==> config.mk <==
export PLATFORM = sky130hd
export DESIGN_NAME = sec_watchdog
export DESIGN_NICKNAME = d
export VERILOG_FILES = /design/src/rtl/sec_watchdog.sv
export SDC_FILE = /design/constraint.sdc
export NUM_CORES = 1
export LEC_CHECK = 0
export BUFFER_PORTS_ARGS = -buffer_cell sky130_fd_sc_hd__buf_2
export CORE_MARGIN = 4
export CORE_UTILIZATION = 26
export DETAILED_ROUTE_END_ITERATION = 16
export PLACE_DENSITY = 0.52
export SLEW_MARGIN = 10
export SYNTH_ARGS = -nofsm -noshare
export SYNTH_HDL_FRONTEND = slang
export SYNTH_SLANG_ARGS = --single-unit
==> constraint.sdc <==
create_clock -name clk -period 3.1 [get_ports clk]
set_clock_uncertainty 0.05 [all_clocks]
set_input_delay 0.31 -clock clk [delete_from_list [all_inputs] [get_ports clk]]
set_output_delay 0.31 -clock clk [all_outputs]
set_load 0.1 [all_outputs]
==> src/rtl/sec_watchdog.sv <==
module sec_watchdog #(
  parameter int DW        = 8,
  parameter int PULSE_LEN = 16,
  parameter int MIN_TICKS = 60
) (
  input  logic          clk,
  input  logic          rst_n,
  input  logic          tick,
  input  logic          kbd_act,
  input  logic          mouse_act,
  input  logic          wr_en,
  input  logic [1:0]    wr_sel,
  input  logic [DW-1:0] wr_data,
  output logic [DW-1:0] count_q,
  output logic [DW-1:0] ctrl_q,
  output logic [DW-1:0] stat_q,
  output logic          wdt_n,
  output logic          kbrst_n
);
  localparam int PW = $clog2(PULSE_LEN + 1);
  localparam int MW = $clog2(MIN_TICKS);
  localparam logic [MW-1:0] PRE_LAST = MW'(MIN_TICKS - 1);
  localparam logic [DW-1:0] FLAG = DW'(1) << 4;

  logic [DW-1:0] shadow;
  logic [MW-1:0] pre;
  logic [PW-1:0] pls;

  wire wr_cnt  = wr_en && wr_sel == 2'd0;
  wire wr_ctrl = wr_en && wr_sel == 2'd1;
  wire wr_stat = wr_en && wr_sel == 2'd2;
  wire running = count_q != '0;
  wire cancel  = running && kbd_act && ctrl_q[2];
  wire reload  = running && ((kbd_act && stat_q[6]) || (mouse_act && stat_q[7]));
  wire step    = running && tick && (!ctrl_q[3] || pre == PRE_LAST);
  wire expire  = !wr_cnt && !cancel && !reload && step && count_q == DW'(1);

  always_ff @(posedge clk) begin
    if (!rst_n) begin
      count_q <= '0;
      shadow  <= '0;
      pre     <= '0;
    end else if (wr_cnt) begin
      count_q <= wr_data;
      shadow  <= wr_data;
      pre     <= '0;
    end else if (cancel) begin
      count_q <= '0;
      pre     <= '0;
    end else if (reload) begin
      count_q <= shadow;
      pre     <= '0;
    end else if (running && tick) begin
      if (ctrl_q[3] && pre != PRE_LAST) begin
        pre <= pre + 1'b1;
      end else begin
        pre     <= '0;
        count_q <= count_q - 1'b1;
      end
    end
  end

  always_ff @(posedge clk) begin
    if (!rst_n)       ctrl_q <= '0;
    else if (wr_ctrl) ctrl_q <= wr_data;
  end

  always_ff @(posedge clk) begin
    if (!rst_n) begin
      stat_q <= '0;
    end else begin
      if (wr_stat) stat_q <= (wr_data & ~FLAG) | (wr_data & stat_q & FLAG);
      if (expire)  stat_q[4] <= 1'b1;
    end
  end

  always_ff @(posedge clk) begin
    if (!rst_n)         pls <= '0;
    else if (expire)    pls <= PW'(PULSE_LEN);
    else if (pls != '0) pls <= pls - 1'b1;
  end

  assign wdt_n   = pls == '0;
  assign kbrst_n = !(pls != '0 && ctrl_q[1]);
endmodule

# After elaboration in Yosys (flattened, before gate mapping)
# Index checks and enable logic that the tools add are counted.
[totals] register_bits=43 in_bits=16 output_inout_bits=26 word_cells=63
[classes] add_sub_neg=3 eq_ne=6 mux=10 n_bitwise=3 reduce_logical=33
[op_table] op="8-bit 2-to-1 mux" n=5
[op_table] op="1-bit logical AND" n=16
[op_table] op="5-bit 2-to-1 mux" n=3
[op_table] op="8-bit by 1-bit == test with 1-bit output, second input constant" n=1
[op_table] op="8-bit by 5-bit OR with 8-bit output" n=1
[op_table] op="8-bit nonzero test" n=1
[op_table] op="8-bit by 1-bit subtractor with 8-bit output, second input constant" n=1
[op_table] op="6-bit by 1-bit adder with 6-bit output, second input constant" n=1
[op_table] op="6-bit == test, second input constant" n=1
[op_table] op="6-bit 2-to-1 mux" n=1
[op_table] op="6-bit inequality test, second input constant" n=1
[op_table] op="5-bit bitwise AND" n=1
[op_table] op="1-bit logical NOT" n=5
[op_table] op="5-bit logical NOT" n=1
[op_table] op="5-bit nonzero test" n=1
[op_table] op="5-bit by 1-bit subtractor with 5-bit output, second input constant" n=1
[op_table] op="4-bit inequality test, second input constant" n=1
[op_table] op="2-bit nonzero test" n=2
[op_table] op="4-bit nonzero test" n=1
[op_table] op="4-bit OR reduction" n=1
[op_table] op="2-bit by 1-bit == test with 1-bit output, second input constant" n=1
[op_table] op="2-bit == test, second input constant" n=1
[op_table] op="2-bit logical NOT" n=1
[op_table] op="1-bit logical OR" n=2
[op_table] op="other kinds (4)" n=4

# Logic depth before layout (Yosys ltp)
# Gate-level depths: netlist of the first run.
[logic_depth] ltp_word=9 ltp_mapped=8 mapped_depth_nobuf=7

# Worst setup path before layout of the first run
# No wires, ideal clock.
[synth_path] path_kind="register to register" start="register count_q[0]" end="register count_q[5]" setup_ps=119 arrival_time_ps=2435 required_time_ps=2931 path_slack_ps=495 stages_incl_launch_ff=8 path_buffers=0 synth_period_minus_slack_ps=2605 cell_sequence="dfxtp_1 -> inv_1 -> ha_1 -> nor3b_1 -> a21o_1 -> or2_2 -> o211a_1 -> o221a_2"
[synth_via] elab_chain_len=6 word_cells_on_any_way=14 classes_between="add/sub (1); eq/ne (1); mux (5); reduce/logical (7)"
[synth_lines] item="start, declared" line="14" text="output logic [DW-1:0] count_q,"
[synth_lines] item="start signal, assigned" line="44" text="count_q <= wr_data;"
[synth_lines] item="start signal, assigned" line="51" text="count_q <= shadow;"
[synth_lines] item="start signal, assigned" line="58" text="count_q <= count_q - 1'b1;"
[synth_lines] item="8-bit by 1-bit subtractor with 8-bit output" line="58"
[synth_lines] item="8-bit 2-to-1 mux" line="54" text="if (ctrl_q[3] && pre != PRE_LAST) begin"
[synth_lines] item="8-bit 2-to-1 mux" line="53" text="end else if (running && tick) begin"
[synth_lines] item="8-bit 2-to-1 mux" line="50" text="end else if (reload) begin"
[synth_lines] item="8-bit 2-to-1 mux" line="47" text="end else if (cancel) begin"
[synth_lines] item="8-bit 2-to-1 mux" line="43" text="end else if (wr_cnt) begin"
# Several ways; a longest one is shown, not always the timed one. The select of a mux whose other input is x is not followed.
# A chain may end at the register's enable or synchronous reset.

# Worst setup path after layout of the first run
[layout_path] start="register count_q[0]" end="register pre[1]"
[layout_via] elab_chain_len=4 word_cells_on_any_way=6 classes_between="reduce/logical (6)"
[layout_lines] item="8-bit nonzero test (*)" line="32" text="wire running = count_q != '0;"
[layout_lines] item="1-bit logical AND (2 in series)" line="33" text="wire cancel = running && kbd_act && ctrl_q[2];"
[layout_lines] item="4-bit OR reduction (no source line)"
[layout_lines] item="end signal, assigned" line="55" text="pre <= pre + 1'b1;"
[layout_lines] item="end, declared" line="26" text="logic [MW-1:0] pre;"
# Mark *: on every way between the ends. The rest lies on a longest branch, timed or not.

==> results of run 1 <==
kinds of logic (layout without fill, tap and decap cells):
kind of cell	after synthesis	after routing	share of synthesized area, %
buffers and inverters	19	59	3.80
adders and majority gates	5	5	3.12
and+or+nand+nor	81	81	19.7
DFF	43	43	42.9
xor gates and xnor gates	11	11	4.80
muxes	15	15	7.48
AOI/OAI and AO/OA	56	56	18.2
sequential cells by signal (all words and copies together) (netlist names):
name and cells:
count_q 8, ctrl_q 8, shadow 8, stat_q 8, pre 6, pls 5
layer usage:
layer	vias up	wire length, um
li1	886	-
met5	-	0
met2	38	2350
met1	825	2560
met4	0	65
met3	9	241
worst max-delay path, delay by kind of cell, from the launching register on:
family,cells,cell delay (ps)
DFF,1,390
adders and majority gates,1,180
and+or+nand+nor,3,1010
buffers and inverters,1,110
AOI/OAI and AO/OA,2,550
final cells by class:
cell class	count	area share, %
Timing Repair Buffer	43	9.16
Inverter	8	1.25
Clock buffer	6	3.44
Tap cell	99	5.15
Sequential cell	43	35.8
Multi-Input combinational cell	168	44.5
Clock inverter	2	0.677
power by group:
part	leakage [nW]	internal (W)	switching (W)	total [W]
combinational	0.675	0.000257	0.000652	0.000909
clock	0.0474	0.000182	0.000203	0.000385
sequential	0.351	0.000623	0.0000925	0.000715
metrics by stage:
step	worst slack (ps)	utilization, %
final	764	32.6
after global routing	553	32.6
after CTS	760	32.6
after detailed placement	778	31.3
after global placement	868	31.3
after floorplan	495	-
cells in the final DEF (no fill, tap or decap), types with 5 or more instances in the layout:
master | synthesis | layout
dfxtp_1 | 43 | 43
buf_2 | 4 | 41
nand2_1 | 29 | 29
nor2_1 | 25 | 25
mux2i_1 | 15 | 15
a21oi_1 | 14 | 14
o21ai_0 | 12 | 12
a31oi_1 | 8 | 8
inv_1 | 7 | 7
xnor2_1 | 7 | 7
o211ai_1 | 6 | 6
clkbuf_8 | 0 | 6
ha_1 | 5 | 5
path summary, 6_finish.rpt:
check,slack (ps),end,from
max,760,pre[1],count_q[0]
min,230,ctrl_q[4],wr_data[4]
max reg2reg,760,pre[1],count_q[0]
min reg2reg,410,shadow[1],shadow[1]
==> out/metrics.cfg, run 1 <==
[routing]
route.detailed.drc=0
vias_per_cell=4.76
first_iter_violations=39
firstDrtPassIters=4
vias=1758
wirelength_mm=5.22
wire_per_inst_um=14.2
ant_nets=0

[pwr]
p_total_w=0.00201
powerDensity_nw_per_um2=836
peakVddDrop_uv=316
p_leak_nw=1.07

[floorplanning]
initial_core_util_pct=27.2
placementRows=31
core_area_um2=7370
fp.dieArea_um2=9190
die_x_um=95.9
io_pins=42
die_h_um=95.9

[final_layout]
nFillCells=807
fin_area_um2=2400
stdcell_count=369
nets=290
regArea_um2=861
multi_input_area_um2=1070
diodes=0
drive_gt1_share_pct=21.9
area_growth_pct=19.8

[logic_synthesis]
synth_cells=230
yosysWarnings=0
synth_seq_cells=43
yosysTopAreaCellShare_pct=42.9
synthArstFlopShare_pct=0
synth_common_cells=dfxtp_1, nand2_1, nor2_1, mux2i_1, a21oi_1
avgSynthCellArea_um2=8.73
synth.area.top_cells=dfxtp_1, mux2i_1, nand2_1
synth-edff-count=0
syn_nets=251
yosysSeqAreaShare_pct=42.9
ys_types=45
syn_area_um2=2010
synth_ff_type=dfxtp_1
yosysTopAreaCell=dfxtp_1
synth.most_common_cell=dfxtp_1

[clocking]
cts_num_sinks=43
clkTransAtPathRegs_ps=90
tritoncts.num_buffers=5
postCtsResizedCells=0
cts_hold_buf=0
h-tree-depth=2
clockRootBuffer=clkbuf_8
clk_path_buf_depth=2
post_cts_buffers=0
tritoncts=done
clkLatencyLatePin_ps=300

[hold_path]
hold_depth=3
hold_class=input port to flop

[timing]
holdWs_ps=230
period_needed_ps=2340
maxSlewViolCount=0
hold_viol_final=0
slew_headroom_pct=58.9
setup_viol=0
maxClockFrequency_ghz=0.428
setup_tns_ps=0
tightestPinTransition_ps=615
rsz0062_at_grt=false
period_share_pct=75.4

[global_route]
grt_pass1_vias=1758
antenna_found_initial=0
globalRouteMet3Util_pct=3.44
grt_max_degree=26
grt_first_pass_wirelength_mm=8.76
busiest_layer=met2
grt_overflow_total=0
use_met2_pct=19.2
met1_usage_pct=16.3
grt_usage_pct=12.3

[placed_design]
gp_congestion=0.793
port-buffer-count=41
place_area_um2=2300
dpl.hpwl_mm=3.93
dp_cells=361

[critical_path]
arrival_ps=2520
cp-end-kind=flop
max_stage_delay_ps=460
start_kind=flop
crit_fanout=17
slowest_stage=nor3b_1
path_class=flop to flop
ff2ff_path_depth=7
cp_cell_sequence=inv_1 > ha_1 > nor3b_1 > nand2_2 > o22a_1 > or2_0 > a21oi_2
critPathRequiredTime_ps=3290

[run_status]
outcome=finished, final reports clean

[run]
cap_violations=0

Note: power is estimated with default switching activity, not from simulation.
==> inputs of run 2 (changes only) <==
- clock period: 3.1 -> 2.3 ns (I/O delays scaled with it)
==> out/metrics.cfg, run 2 (synthesized netlist as in run 1, its figures left out) <==
[clocking]
clkLatencyLatePin_ps=300
tritoncts=done
tritoncts.num_buffers=5
cts_num_sinks=43
clockRootBuffer=clkbuf_8
clkTransAtPathRegs_ps=90
clk_path_buf_depth=2
cts_hold_buf=0
h-tree-depth=2

[global_route]
grt_usage_pct=12.3
use_met2_pct=19.7
grt_first_pass_wirelength_mm=8.71
met1_usage_pct=16.0
grt_pass1_vias=1705
globalRouteMet3Util_pct=3.44
busiest_layer=met2
grt_overflow_total=0
antenna_found_initial=0
grt_max_degree=27

[run]
cap_violations=0

[routing]
ant_nets=0
firstDrtPassIters=4
wirelength_mm=5.33
vias=1777
first_iter_violations=88
vias_per_cell=4.71
route.detailed.drc=0
wire_per_inst_um=14.1

[final_layout]
diodes=0
most-common-layout-cells=dfxtp_1, buf_2, nand2_1
area_growth_pct=24.1
fin_area_um2=2490
drive_gt1_share_pct=25.2
nets=298
final_common_cell=dfxtp_1
fin_util_pct=33.8

[critical_path]
start_kind=flop
critPathRequiredTime_ps=2020
arrival_ps=1900
path_class=flop to output pin
crit_fanout=6
cp-end-kind=output pin

[placed_design]
gp_congestion=0.786
port-buffer-count=41
place_area_um2=2370
dpl.hpwl_mm=4.03

[pwr]
peakVddDrop_uv=461
p_leak_nw=1.13
p_total_w=0.00287
powerDensity_nw_per_um2=1150

[timing]
tightestPinTransition_ps=643
slew_headroom_pct=57.0
holdWs_ps=140
maxClockFrequency_ghz=0.458
setup_viol=0
rsz0062_at_grt=false
period_share_pct=94.9
period_needed_ps=2180
setup_tns_ps=0
maxSlewViolCount=0
hold_viol_final=0

[floorplanning]
io_pins=42
initial_core_util_pct=27.2
placementRows=31
fp.dieArea_um2=9190
core_area_um2=7370
die_h_um=95.9
die_x_um=95.9

[run_status]
outcome=finished, final reports clean

[hold_path]
hold_class=input port to flop

run 2: layout make-up:
class	count	area, um^2
tap	99	124
multi-input combinational	168	1070
inverter	8	30.0
fill	801	4880
clock inverter	3	46.3
clock buffer	5	68.8
timing repair buffer	51	283
sequential	43	863
run 2: stage by stage:
step           setup WS (ps)  instances
6_report                 118        377
5_1_grt                 8.54        377
2_1_floorplan           9.58        230
4_1_cts                 67.9        377
3_5_place_dp             164        369
3_3_place_gp             259        369
run 2: final timing paths:
check             startpoint          to  slack, ps  cells after the start
setup / recovery      pls[0]       wdt_n        120                      6
hold / removal    wr_data[4]   ctrl_q[4]        140                      3
setup reg to reg  count_q[1]  count_q[5]        310                      7
hold reg to reg    shadow[2]   shadow[2]        410                      2
run 2: critical path, stage by stage, from the launching register on:
cell      delay (ps)
dfxtp_1          340
inv_1             70
ha_1             160
nand2b_1          90
or3_1            430
inv_1             80
buf_2            420
run 2: where the power goes:
part / total (W) / internal (W) / switching (W)
clock network: 0.000603 / 0.000327 / 0.000276
registers: 0.000932 / 0.000842 / 0.0000903
logic: 0.00133 / 0.000401 / 0.000930
total: 0.00287 / 0.00157 / 0.00130
run 2: repair_timing:
item	in CTS	in global routing
setup buffers	0	0
gates resized for setup	0	2
endpoints found under the setup margin	0	6
run 2: metal layers:
layer  up-vias  part of all wire [%]  routed length, um
met5         -                     0                  0
met4         0                   1.3                 68
met3         7                   6.6                350
met2        47                    44               2370
met1       824                    48               2550
li1        899                     -                  -
==> inputs of run 3 (changes only) <==
- CORE_MARGIN: 4 -> unset
- CORE_UTILIZATION: 26 -> 54
- PLACE_DENSITY: 0.52 -> 0.87
==> out/metrics.cfg, run 3 (synthesized netlist as in run 1, its figures left out) <==
[global_route]
grt_max_degree=26
grt_pass1_vias=1714
antenna_found_initial=0
grt_first_pass_wirelength_mm=7.95
grt_overflow_total=0
grt_usage_pct=25.4

[critical_path]
crit_fanout=6
reg2reg_slack_ps=230
cp-end-kind=output pin
critPathRequiredTime_ps=2020
path_class=flop to output pin
arrival_ps=1880
worstReg2RegEnd=count_q[5]
ff2ff_path_depth=5
start_kind=flop
r2r-start=count_q[2]

[pwr]
peakVddDrop_uv=535
pwr-share-comb_pct=43.2
p_leak_nw=1.11
p_int_w=0.00164
p_total_w=0.00290
clkPwrFrac_pct=23.5
powerDensity_nw_per_um2=1210
switching_power_w=0.00126
p_seq_share_pct=33.2
switching_share_pct=43.4

[clocking]
cts_num_sinks=43
clkLatencyLatePin_ps=290
cts_hold_buf=0
clkTransAtPathRegs_ps=80
clk_path_buf_depth=2
clockRootBuffer=clkbuf_8
h-tree-depth=2
tritoncts=done
post_cts_buffers=0
tritoncts.num_buffers=5

[run]
cap_violations=0

[hold_path]
hp-start=wr_data[7]
hold_end=stat_q[7]
hold_class=input port to flop
hold_depth=3

[floorplanning]
fp.dieArea_um2=3960
die_h_um=63.0
die_x_um=63.0
core_area_um2=3440
initial_core_util_pct=58.3
io_pins=42
placementRows=21

[final_layout]
fin_area_um2=2390
diodes=0
regArea_um2=863
area_growth_pct=19.3
most-common-layout-cells=dfxtp_1, buf_2, nand2_1
nets=292
nFillCells=273
multi_input_area_um2=1070
drive_gt1_share_pct=23.2

[routing]
top_layer=met4
vias=1799
wl_met2_mm=2.27
drt-met1-wl_mm=2.05
wirelength_mm=4.68
first_iter_violations=83
firstDrtPassIters=4
vias_per_cell=5.66
wire_per_inst_um=14.7
route.detailed.drc=0
met3_length_um=304
ant_nets=0

[timing]
period_share_pct=94.1
period_needed_ps=2160
rsz0062_at_grt=false
maxSlewViolCount=0
setup_viol=0
tightestPinTransition_ps=554
maxClockFrequency_ghz=0.462
hold_viol_final=0
setup_tns_ps=0
slew_headroom_pct=63.0

[placed_design]
place_area_um2=2260
gp_congestion=0.952
dpl.hpwl_mm=3.37
port-buffer-count=41

[run_status]
outcome=finished, final reports clean

## run 3: cell types whose count changed in the layout (fill, tap and decap cells not counted)
cell / change
or2_1: +1
inv_6: -1
clkbuf_4: -1
clkbuf_1: +1
bufinv_16: +1
clkinvlp_4: -1
buf_4: -6
buf_2: +1
or2_0: -1
## run 3: how the worst max path moves through the flow
| stage | slack (ps) | end | start | cells after the start |
|---|---|---|---|---|
| floorplan | 10 | count_q[5] | stat_q[6] | 5 |
| global placement | 290 | count_q[5] | count_q[2] | 5 |
| detailed placement | 230 | pre[5] | count_q[1] | 8 |
| CTS | 130 | kbrst_n | pls[0] | 6 |
| global route | 9 | kbrst_n | pls[0] | 6 |
| finish | 140 | kbrst_n | pls[0] | 6 |
## run 3: final cells by class
type	count	area share, %
Multi-Input combinational cell	168	44.9
Sequential cell	43	36.1
Timing Repair Buffer	45	9.83
Clock buffer	6	3.03
Clock inverter	2	2.51
Tap cell	46	2.40
Inverter	8	1.25
## run 3: critical path: stages, from the launching register on
cell and delay, ps:
dfxtp_1 340, inv_1 70, ha_1 150, nand2b_1 80, or3_1 420, nand2_1 100, buf_2 420
## run 3: per-stage QoR
stage | std cells | worst slack (ps) | utilization (%) | hold slack, ps
6_report | 318 | 136 | 69.5 | 161
5_1_grt | 318 | 8.91 | 69.5 | 170
4_1_cts | 318 | 133 | 69.4 | 157
3_5_place_dp | 310 | 226 | 65.5 | 397
3_3_place_gp | 310 | 290 | 65.5 | 392
2_1_floorplan | 230 | 9.58 | - | 324
## run 3: metal layers
layer | track usage [%] | vias to the layer above
li1 | - | 891
met1 | 32.2 | 837
met2 | 41.7 | 65
met3 | 5.84 | 6
met4 | 9.30 | 0
met5 | 0 | -
## run 3: power by group through the flow
stage,clock [W],combinational [W],sequential [W]
6_report,0.000683,0.00125,0.000965
5_1_grt,0.000718,0.00136,0.000981
4_1_cts,0.000690,0.00125,0.000964
3_5_place_dp,0,0.00123,0.000978
3_3_place_gp,0,0.00121,0.000975
2_1_floorplan,0,0.000680,0.00132
## run 3: repair_timing
| action | 4_1_cts | 5_1_grt |
|---|---|---|
| endpoints found under the setup margin | 0 | 5 |
| endpoints found under the hold margin | 0 | 0 |
| gates resized for setup | 0 | 2 |
